===== config.mk =====
export PLATFORM = sky130hd
export DESIGN_NAME = qpsk_subcarrier_mod
export DESIGN_NICKNAME = d
export VERILOG_FILES = /design/src/rtl/qpsk_pkg.sv /design/src/rtl/qpsk_phase_gen.sv /design/src/rtl/qpsk_wave_rom.sv /design/src/rtl/qpsk_symbol_fsm.sv /design/src/rtl/qpsk_subcarrier_mod.sv
export SDC_FILE = /design/constraint.sdc
export NUM_CORES = 1
export LEC_CHECK = 0
export ABC_AREA = 1
export ABC_CLOCK_PERIOD_IN_PS = 7100
export BUFFER_PORTS_ARGS = -buffer_cell sky130_fd_sc_hd__buf_4
export CAP_MARGIN = 20
export CORE_ASPECT_RATIO = 0.75
export CORE_MARGIN = 5
export CORE_UTILIZATION = 55
export CTS_BUF_LIST = sky130_fd_sc_hd__clkbuf_8
export CTS_CLUSTER_SIZE = 10
export DETAILED_ROUTE_END_ITERATION = 7
export GPL_TIMING_DRIVEN = 0
export HOLD_SLACK_MARGIN = 0.15
export PLACE_DENSITY = 0.72
export SETUP_SLACK_MARGIN = 0.02
export SYNTH_ARGS = -nofsm -noshare
export SYNTH_HDL_FRONTEND = slang
export SYNTH_HIERARCHICAL = 1
export SYNTH_SLANG_ARGS = --single-unit

===== constraint.sdc =====
create_clock -name clk -period 7.1 [get_ports clk]
set_input_delay 1.42 -clock clk [delete_from_list [all_inputs] [get_ports clk]]
set_output_delay 1.42 -clock clk [all_outputs]
set_load 0.05 [all_outputs]

===== src/rtl/qpsk_pkg.sv =====
package qpsk_pkg;

    typedef enum logic [1:0] {
        ST_SILENT = 2'd0,
        ST_PRIMED = 2'd1,
        ST_RUN    = 2'd2
    } mod_state_t;

    // Rounded 361*sin(k*15deg) for a quarter cycle of six steps.
    function automatic int quarter_mag(input int k);
        case (k)
            0:       quarter_mag = 0;
            1:       quarter_mag = 93;
            2:       quarter_mag = 181;
            3:       quarter_mag = 255;
            4:       quarter_mag = 313;
            5:       quarter_mag = 349;
            6:       quarter_mag = 361;
            default: quarter_mag = 0;
        endcase
    endfunction

endpackage


===== src/rtl/qpsk_phase_gen.sv =====
module qpsk_phase_gen #(
    parameter int SPC        = 24,
    parameter int CPS        = 4,
    parameter int REQ_I_ADDR = 8,
    parameter int REQ_Q_ADDR = 16,
    localparam int AW = $clog2(SPC),
    localparam int CW = $clog2(CPS)
) (
    input  logic          clk,
    input  logic          rst,
    output logic [AW-1:0] addr,
    output logic          boundary,
    output logic          bit_req,
    output logic          take_i,
    output logic          take_q
);
    localparam logic [AW-1:0] A_LAST = AW'(SPC - 1);
    localparam logic [CW-1:0] C_LAST = CW'(CPS - 1);
    localparam logic [AW-1:0] A_REQI = AW'(REQ_I_ADDR);
    localparam logic [AW-1:0] A_REQQ = AW'(REQ_Q_ADDR);

    logic [CW-1:0] cyc;

    always_ff @(posedge clk) begin
        if (rst) begin
            addr <= '0;
            cyc  <= '0;
        end else if (addr == A_LAST) begin
            addr <= '0;
            cyc  <= (cyc == C_LAST) ? '0 : cyc + 1'b1;
        end else begin
            addr <= addr + 1'b1;
        end
    end

    always_comb begin
        boundary = (addr == '0) && (cyc == '0);
        take_i   = (cyc == C_LAST) && (addr == A_REQI);
        take_q   = (cyc == C_LAST) && (addr == A_REQQ);
        bit_req  = take_i || take_q;
    end

    // address wraps to zero after the last table entry
    a_r2_addr_wrap: assert property (@(posedge clk) disable iff (rst)
        (addr == A_LAST) |=> (addr == '0));

    // requests are single-cycle pulses
    a_r5_req_pulse: assert property (@(posedge clk) disable iff (rst)
        bit_req |=> !bit_req);

endmodule


===== src/rtl/qpsk_wave_rom.sv =====
module qpsk_wave_rom
    import qpsk_pkg::*;
#(
    parameter int SPC   = 24,
    parameter int AMP_W = 10,
    localparam int AW  = $clog2(SPC),
    localparam int QTR = SPC / 4
) (
    input  logic [AW-1:0]           addr,
    output logic signed [AMP_W-1:0] sin_s,
    output logic signed [AMP_W-1:0] cos_s
);
    function automatic int wave_at(input int a);
        int quad;
        int pos;
        int mag;
        quad = a / QTR;
        pos  = a % QTR;
        mag  = quad[0] ? quarter_mag(QTR - pos) : quarter_mag(pos);
        wave_at = quad[1] ? -mag : mag;
    endfunction

    always_comb begin
        sin_s = AMP_W'(wave_at(int'(addr)));
        cos_s = AMP_W'(wave_at((int'(addr) + QTR) % SPC));
    end

endmodule


===== src/rtl/qpsk_symbol_fsm.sv =====
module qpsk_symbol_fsm
    import qpsk_pkg::*;
#(
    parameter int AMP_W = 10,
    parameter int OUT_W = 10,
    parameter int PEAK  = 510
) (
    input  logic                    clk,
    input  logic                    rst,
    input  logic                    boundary,
    input  logic                    take_i,
    input  logic                    take_q,
    input  logic                    bit_in,
    input  logic signed [AMP_W-1:0] sin_s,
    input  logic signed [AMP_W-1:0] cos_s,
    output logic signed [OUT_W-1:0] sample_out,
    output logic                    sym_start
);
    mod_state_t state, state_nxt;
    logic nxt_i, nxt_q;
    logic pair_i, pair_q;
    logic go, sel_i, sel_q;
    logic signed [OUT_W:0] term_i, term_q, sum_w;

    always_ff @(posedge clk) begin
        if (rst) state <= ST_SILENT;
        else     state <= state_nxt;
    end

    always_comb begin
        state_nxt = state;
        unique case (state)
            ST_SILENT: if (take_q)   state_nxt = ST_PRIMED;
            ST_PRIMED: if (boundary) state_nxt = ST_RUN;
            ST_RUN:                  state_nxt = ST_RUN;
            default:                 state_nxt = ST_SILENT;
        endcase
    end

    always_comb begin
        go     = boundary ? (state != ST_SILENT) : (state == ST_RUN);
        sel_i  = boundary ? nxt_i : pair_i;
        sel_q  = boundary ? nxt_q : pair_q;
        term_i = sel_i ? (OUT_W+1)'(cos_s) : -(OUT_W+1)'(cos_s);
        term_q = sel_q ? (OUT_W+1)'(sin_s) : -(OUT_W+1)'(sin_s);
        sum_w  = term_i + term_q;
    end

    always_ff @(posedge clk) begin
        if (rst) begin
            nxt_i      <= 1'b0;
            nxt_q      <= 1'b0;
            pair_i     <= 1'b0;
            pair_q     <= 1'b0;
            sample_out <= '0;
            sym_start  <= 1'b0;
        end else begin
            if (take_i) nxt_i <= bit_in;
            if (take_q) nxt_q <= bit_in;
            if (boundary && state != ST_SILENT) begin
                pair_i <= nxt_i;
                pair_q <= nxt_q;
            end
            sample_out <= go ? sum_w[OUT_W-1:0] : '0;
            sym_start  <= boundary && (state != ST_SILENT);
        end
    end

    // no output while silent
    a_r8_silent_zero: assert property (@(posedge clk) disable iff (rst)
        (state == ST_SILENT) |=> (sample_out == '0));

    // marker lasts a single sample
    a_r7_single_marker: assert property (@(posedge clk) disable iff (rst)
        sym_start |=> !sym_start);

    // pair held inside a symbol
    a_r6_pair_hold: assert property (@(posedge clk) disable iff (rst)
        (state == ST_RUN && !boundary) |=> ($stable(pair_i) && $stable(pair_q)));

    // output magnitude bound
    a_r4_peak: assert property (@(posedge clk) disable iff (rst)
        (int'(sample_out) <= PEAK) && (int'(sample_out) >= -PEAK));

endmodule


===== src/rtl/qpsk_subcarrier_mod.sv =====
module qpsk_subcarrier_mod
    import qpsk_pkg::*;
#(
    parameter int SPC        = 24,
    parameter int CPS        = 4,
    parameter int REQ_I_ADDR = 8,
    parameter int REQ_Q_ADDR = 16,
    parameter int AMP_W      = 10,
    parameter int OUT_W      = 10,
    localparam int AW = $clog2(SPC)
) (
    input  logic                    clk,
    input  logic                    rst,
    input  logic                    bit_in,
    output logic                    bit_req,
    output logic signed [OUT_W-1:0] sample_out,
    output logic                    sym_start
);
    logic [AW-1:0]           addr;
    logic                    boundary, take_i, take_q;
    logic signed [AMP_W-1:0] sin_s, cos_s;

    qpsk_phase_gen #(
        .SPC(SPC), .CPS(CPS), .REQ_I_ADDR(REQ_I_ADDR), .REQ_Q_ADDR(REQ_Q_ADDR)
    ) u_phase (
        .clk(clk), .rst(rst), .addr(addr), .boundary(boundary),
        .bit_req(bit_req), .take_i(take_i), .take_q(take_q)
    );

    qpsk_wave_rom #(.SPC(SPC), .AMP_W(AMP_W)) u_rom (
        .addr(addr), .sin_s(sin_s), .cos_s(cos_s)
    );

    qpsk_symbol_fsm #(.AMP_W(AMP_W), .OUT_W(OUT_W)) u_fsm (
        .clk(clk), .rst(rst), .boundary(boundary), .take_i(take_i),
        .take_q(take_q), .bit_in(bit_in), .sin_s(sin_s), .cos_s(cos_s),
        .sample_out(sample_out), .sym_start(sym_start)
    );

endmodule


## After elaboration in Yosys (flattened, before gate mapping)

Index checks and enable logic that the tools add are counted.

| operators by class | value |
|---|---|
| divide/modulo/power cells | 5 |
| equality and inequality tests | 32 |
| multiplexer cells | 17 |
| reductions and logical operators | 12 |
| add/subtract/negate cells | 10 |
| bitwise operators | 1 |

Operator list:

| operator | number |
|---|---|
| 32-bit by 3-bit equality test with 1-bit output (second input constant) | 12 |
| 32-bit by 2-bit equality test with 1-bit output (second input constant) | 8 |
| 9-bit case mux with 6 select lines | 4 |
| 32-bit by 1-bit equality test with 1-bit output (second input constant) | 4 |
| 4-bit by 32-bit subtractor with 32-bit output (first input constant) | 2 |
| 10-bit two-way mux | 4 |
| 10-bit negator | 4 |
| 32-bit by 4-bit divider with 32-bit output (second input constant) | 1 |
| 6-bit by 4-bit divider with 32-bit output (second input constant) | 1 |
| 32-bit by 4-bit modulo with 32-bit output (second input constant) | 1 |
| 32-bit by 6-bit modulo with 32-bit output (second input constant) | 1 |
| 6-bit by 4-bit modulo with 32-bit output (second input constant) | 1 |
| 9-bit two-way mux | 2 |
| 10-bit adder | 1 |
| 5-bit equality test (second input constant) | 2 |
| 5-bit by 3-bit adder with 6-bit output (second input constant) | 1 |
| 2-bit two-way mux | 3 |
| 2-bit case mux with 3 select lines | 1 |
| 5-bit by 1-bit adder with 5-bit output (second input constant) | 1 |
| 5-bit by 4-bit equality test with 1-bit output (second input constant) | 1 |
| 5-bit zero test | 1 |
| 2-bit equality test (second input constant) | 2 |
| 1-bit logical AND | 4 |
| 2-bit zero test | 2 |
| other kinds (10) | 13 |

| word-level totals | value |
|---|---|
| bits of input ports | 3 |
| logic and storage cells | 86 |
| register bits | 24 |
| output and inout bits | 12 |

## Depth between registers and ports, before layout

| depth | value |
|---|---|
| word-level depth | 12 |
| mapped depth | 50 |
| depth with buffers taken out | 50 |

## Modules after synthesis

Netlist, hierarchy kept.

Modules (own cells, without submodules):

| module | area an instance (um2) | cells each | sequential area each (um2) | times used |
|---|---|---|---|---|
| qpsk_wave_rom | 1712.9 | 291 | 0.0 | 1 |
| qpsk_symbol_fsm | 1441.4 | 209 | 340.3 | 1 |
| qpsk_phase_gen | 399.1 | 57 | 140.1 | 1 |

## Worst setup path before layout

No wires, ideal clock.

| path | value |
|---|---|
| path kind | register to register |
| from | reg u_phase.addr[1] |
| to | reg u_fsm.sample_out[9] |
| clock period less this slack | 6.097 ns |
| library setup time | 0.115 ns |
| buffers on the path | 0 |
| cell stages (with the launch flop) | 45 |
| data required time | 6.985 ns |
| data arrival time | 5.982 ns |
| setup slack | 1.003 ns |
| cells stage by stage | dfxtp_1 -> inv_1 -> ha_1 -> nor2_2 -> ha_1 -> inv_1 -> nand3_1 -> nand2_1 -> nand2_1 -> nand2_1 -> nand2_1 -> o21ai_1 -> nor2_1 -> o21ai_2 -> nand3_2 -> nand4_1 -> nand2_2 -> ha_1 -> (+9 left out) -> ha_1 -> nand2_1 -> o21ai_0 -> inv_1 -> ha_1 -> inv_1 -> nor3_1 -> nand2_1 -> o21ai_0 -> xnor2_1 -> ha_1 -> a21o_1 -> a21boi_0 -> nand2_1 -> nor2_1 -> nand3_2 -> nand2_1 -> nor2_1 |

| between the ends | value |
|---|---|
| cells in the longest elaborated chain, start to end | 12 |
| elaborated cells on any way between the ends | 54 |
| those cells by class | add/sub: 8; div: 5; eq/ne: 24; mux: 13; bitwise: 1; reduce/logical: 3 |

RTL lines:

| item | RTL line | RTL |
|---|---|---|
| start, declared | qpsk_phase_gen.sv:11 | `output logic [AW-1:0] addr,` |
| start signal, assigned | qpsk_phase_gen.sv:32 | `addr <= addr + 1'b1;` |
| 5-bit by 3-bit adder with 6-bit output * | qpsk_wave_rom.sv:25 | `cos_s = AMP_W'(wave_at((int'(addr) + QTR) % SPC));` |
| 32-bit by 6-bit modulo with 32-bit output * | qpsk_wave_rom.sv:25 |  |
| 32-bit by 4-bit modulo with 32-bit output | qpsk_wave_rom.sv:18 | `pos = a % QTR;` |
| 4-bit by 32-bit subtractor with 32-bit output | qpsk_wave_rom.sv:19 | `mag = quad[0] ? quarter_mag(QTR - pos) : quarter_mag(pos);` |
| 32-bit by 3-bit equality test with 1-bit output, or another cell as far along | qpsk_pkg.sv:11 | `case (k)` |
| 9-bit case mux with 6 select lines | qpsk_pkg.sv:11 |  |
| 9-bit two-way mux | qpsk_wave_rom.sv:19 |  |
| 10-bit negator | qpsk_wave_rom.sv:20 | `wave_at = quad[1] ? -mag : mag;` |
| 10-bit two-way mux * | qpsk_wave_rom.sv:20 |  |
| via cos_s[0] | qpsk_subcarrier_mod.sv:21 | `logic signed [AMP_W-1:0] sin_s, cos_s;` |
| 10-bit negator | qpsk_symbol_fsm.sv:44 | `term_i = sel_i ? (OUT_W+1)'(cos_s) : -(OUT_W+1)'(cos_s);` |
| 10-bit two-way mux * | qpsk_symbol_fsm.sv:44 |  |
| 10-bit adder * | qpsk_symbol_fsm.sv:46 | `sum_w = term_i + term_q;` |
| end signal, assigned | qpsk_symbol_fsm.sv:64 | `sample_out <= go ? sum_w[OUT_W-1:0] : '0;` |
| end, declared | qpsk_symbol_fsm.sv:16 | `output logic signed [OUT_W-1:0] sample_out,` |

Mark *: on every way through the listed nets, which the timed path passes. The rest lies on a longest branch.
A chain may end at the register's enable or synchronous reset.

## Final worst setup path

Same ends and word-level chain as after synthesis.

==> results.sh <==
export IMPL_cts_sinks=24
export IMPL_core_area_mm2=0.00629
export IMPL_cts_htree_levels=1
export IMPL_synth_fp_nets=593
export IMPL_synth_top_cell_area_share=0.135
export IMPL_placement_rows=25
export IMPL_clock_transition_at_path_regs_ps=90
export IMPL_synth_top_family_by_area="simple AND/OR/NAND/NOR gates"
export IMPL_via_per_inst=5.19
export IMPL_layout_cell_area_non_filler_mm2=0.00390
export IMPL_max_cap_viol_count=0
export IMPL_cts_tree="done"
export IMPL_vdd_ir_drop_worst_mv=0.222
export IMPL_clock_skew_final_ps=4.36
export IMPL_place_congestion=0.854
export IMPL_crit_required_ps=7270
export IMPL_die_outline_height_um=79.6
export IMPL_synth_area_leaders="sky130_fd_sc_hd__dfxtp_1 (14%), sky130_fd_sc_hd__nand2_1 (13%), sky130_fd_sc_hd__ha_1 (11%)"
export IMPL_synthMuxAreaShare=0
export IMPL_grt_antenna_before_repair=0
export IMPL_cts_made_buffers=3
export IMPL_critPathKind="flop to flop"
export IMPL_hold_startpoint="u_fsm/pair_i"
export IMPL_reg2reg_to="u_fsm/sample_out[9]"
export IMPL_start_util=0.565
export IMPL_syn_avg_cell_area_um2=6.38
export IMPL_top_ports=15
export IMPL_hold_viol=0
export IMPL_reg2reg_setup_slack_ps=560
export IMPL_critical_path_arrival_ps=6710
export IMPL_arithmetic_cell_share_of_the_synthesized_area_counting_full_adders_half_adders_and_majority_gates=0.118
export IMPL_first_global_vias=3058
export IMPL_global_route_usage_total=0.190
export IMPL_post_route_min_period_ps=6540
export IMPL_hold_path_end="u_fsm/pair_i"
export IMPL_slowest_stage="sky130_fd_sc_hd__dfxtp_4"
export IMPL_post_drt_wl_per_cell_um=11.5
export IMPL_synth_ff_type="sky130_fd_sc_hd__dfxtp_1"
export IMPL_slew_limit_headroom=0.405
export IMPL_critPathLaunchType="flop"
export IMPL_dp_hpwl_mm=6.18
export IMPL_fin_nets=618
export IMPL_antenna_violating_nets_post_route=0
export IMPL_design_die_area_mm2=0.00819
export IMPL_die_width_um=103
export IMPL_synth_simple_gate_area_share=0.408
export IMPL_r2r_cells=44
export IMPL_synth_seq_cells=24
export IMPL_pre_repair_dr_iteration_count=5
export IMPL_min_path_cells=2
export IMPL_setup_violations_final=0
export IMPL_fillers=603
export IMPL_worst_case_setup_margin_in_the_final_layout_ps=556
export IMPL_synth_compound_area_share=0.162
export IMPL_synth_sequential_area_ratio=0.135
export IMPL_placed_cell_area_mm2=0.00376
export IMPL_port_buffers=14
export IMPL_clk_insertion_delay_late_ps=270
export IMPL_timing_rr_start="u_phase/addr[1]"
export IMPL_critPathMostFrequentCell="sky130_fd_sc_hd__nand2_1"
export IMPL_crit_path_max_fanout=8
export IMPL_globalRouteOverflowTotal=0
export IMPL_detail_route_drc_violations=0
export IMPL_worst_slew_pin_transition_ps=890
export IMPL_cell_taking_the_most_area_after_synthesis="sky130_fd_sc_hd__dfxtp_1"
export IMPL_final_max_slew_viol_count=0
export IMPL_power_mw=1.76
export IMPL_fmax_mhz=153
export IMPL_synth_top_cells_by_count="sky130_fd_sc_hd__nand2_1 (122), sky130_fd_sc_hd__inv_1 (69), sky130_fd_sc_hd__nor2_1 (61)"
export IMPL_cts_root_to_sink_buffers=2
export IMPL_pin_count_of_the_biggest_net_entering_global_routing=17
export IMPL_power_static_leakage_nw=1.96
export IMPL_power_density_mw_per_mm2=450
export IMPL_cp_slowest_stage_delay_ps=400
export IMPL_synth_async_reset_ratio=0
export IMPL_yosys_area_share_xor_xnor=0.0732
export IMPL_place_ws_ps=-46.1
export IMPL_run_status="complete, no violations"
export IMPL_syn_to_final_growth_pct=9.68
export IMPL_n_antenna_cell=0
export IMPL_synth_cells=557
export IMPL_synth_most_common_cell="sky130_fd_sc_hd__nand2_1"
export IMPL_detailedRoute_firstIterationViolations=180
export IMPL_cts_root_buffer_type="sky130_fd_sc_hd__clkbuf_8"
export IMPL_finalWirelength_mm=7.59
export IMPL_layout_drive_gt1_share=0.194
export IMPL_global_route_wire_length_before_repair_mm=13.2
export IMPL_synth_edff_count=0
export IMPL_number_of_distinct_library_cells_after_synthesis=48
export IMPL_number_of_warnings_printed_during_yosys_synthesis=6
export IMPL_worstSetupEndpointType="flop"
export IMPL_num_vias=3436
export IMPL_final_critical_path_share_of_the_clock_period=0.922
export IMPL_hold_class="flop to flop"
export IMPL_setup_total_negative_slack_ps=0
export IMPL_synth_cell_area_mm2=0.00355
where the power goes:
group / total (mW) / switching, mW / internal, mW
Clock: 0.120 / 0.0450 / 0.0754
Sequential: 0.170 / 0.0100 / 0.160
Combinational: 1.47 / 0.937 / 0.528
Total: 1.76 / 0.992 / 0.763
cell type report:
| class | count | area (µm²) | share of cell area |
|---|---|---|---|
| Buffer | 5 | 43.8 | 0.0112 |
| Clock buffer | 3 | 41.3 | 0.0106 |
| Clock inverter | 1 | 30.0 | 0.00770 |
| Inverter | 85 | 327 | 0.0838 |
| Multi-Input combinational cell | 443 | 2720 | 0.697 |
| Sequential cell | 24 | 489 | 0.126 |
| Tap cell | 81 | 101 | 0.0260 |
| Timing Repair Buffer | 20 | 150 | 0.0385 |
worst max-delay path, delay by kind of cell, from the launching register on:
kind | cells | cell delay [ps]
and+or+nand+nor | 23 | 2490
adders and majority gates | 6 | 1450
AOI/OAI and AO/OA | 7 | 1220
buffers and inverters | 6 | 480
DFF | 1 | 400
xor gates and xnor gates | 2 | 350
per-layer routing:
layer  global-route usage  up-vias  part of all wire
met5                    0        -                 0
met4               0.0142        0           0.00053
met3               0.0245        2             0.029
met2                0.320       48              0.46
met1                0.270     1525              0.51
li1                     -     1861                 -
sequential cells by signal, indices dropped and copies added (netlist names):
register          cells
u_fsm/nxt_i           1
u_fsm/pair_q          1
u_phase/cyc           2
u_fsm/sym_start       1
u_fsm/pair_i          1
u_fsm/state           2
u_fsm/nxt_q           1
u_phase/addr          5
u_fsm/sample_out     10
worst max path at each step:
stage,start,endpoint,slack [ps],depth (start not counted)
CTS,u_phase/addr[2],u_fsm/sample_out[9],160,44
global placement,u_phase/addr[1],u_fsm/sample_out[9],220,44
detailed placement,u_phase/addr[1],u_fsm/sample_out[9],-50,44
global route,u_phase/addr[1],u_fsm/sample_out[9],-6,44
floorplan,u_phase/addr[1],u_fsm/sample_out[9],1000,44
finish,u_phase/addr[1],u_fsm/sample_out[9],560,44
logic make-up after synthesis:
| group | after synthesis |
|---|---|
| AND/OR/NAND/NOR | 294 |
| buffers and inverters | 90 |
| AO/OA/AOI/OAI | 88 |
| adder cells (fa/ha/maj) | 33 |
| XOR/XNOR | 28 |
| flip-flops | 24 |
through the flow:
step / hold slack (ps) / util / instances
final: 470 / 0.620 / 662
after global routing: 502 / 0.620 / 662
after CTS: 475 / 0.610 / 656
after detailed placement: 460 / 0.598 / 652
after global placement: 442 / 0.598 / 652
after floorplan: 430 / - / 557
cells in the final DEF (no fill, tap or decap), types with 3 or more instances in the layout:
cell / synthesis / layout
sky130_fd_sc_hd__nand2_4: 4 / 4
sky130_fd_sc_hd__nor2_4: 4 / 4
sky130_fd_sc_hd__inv_1: 69 / 69
sky130_fd_sc_hd__nand3_1: 41 / 41
sky130_fd_sc_hd__nand3_2: 13 / 13
sky130_fd_sc_hd__buf_6: 3 / 3
sky130_fd_sc_hd__a21oi_4: 3 / 3
sky130_fd_sc_hd__o211ai_1: 6 / 6
sky130_fd_sc_hd__nor2_2: 5 / 5
sky130_fd_sc_hd__nand4_1: 13 / 13
sky130_fd_sc_hd__o21a_1: 3 / 3
sky130_fd_sc_hd__inv_2: 12 / 12
sky130_fd_sc_hd__xor2_1: 15 / 15
sky130_fd_sc_hd__clkbuf_8: 0 / 3
sky130_fd_sc_hd__dfxtp_1: 24 / 21
sky130_fd_sc_hd__nor2_1: 61 / 61
sky130_fd_sc_hd__buf_4: 0 / 20
sky130_fd_sc_hd__xnor2_1: 11 / 11
sky130_fd_sc_hd__nand3b_1: 3 / 3
sky130_fd_sc_hd__o21ai_1: 9 / 10
sky130_fd_sc_hd__nand2_1: 122 / 122
sky130_fd_sc_hd__a21oi_1: 24 / 24
sky130_fd_sc_hd__o21ai_2: 8 / 7
sky130_fd_sc_hd__ha_1: 32 / 32
sky130_fd_sc_hd__o21ai_0: 23 / 22
sky130_fd_sc_hd__nand2_2: 18 / 18
what timing repair did:
item                       4_1_cts  5_1_grt
pin swaps                        0        1
hold buffers                     0        0
setup endpoints to repair        1        3
setup buffers                    0        6
resized for setup                1        9
No activity file was read; power rests on OpenSTA's default activity.
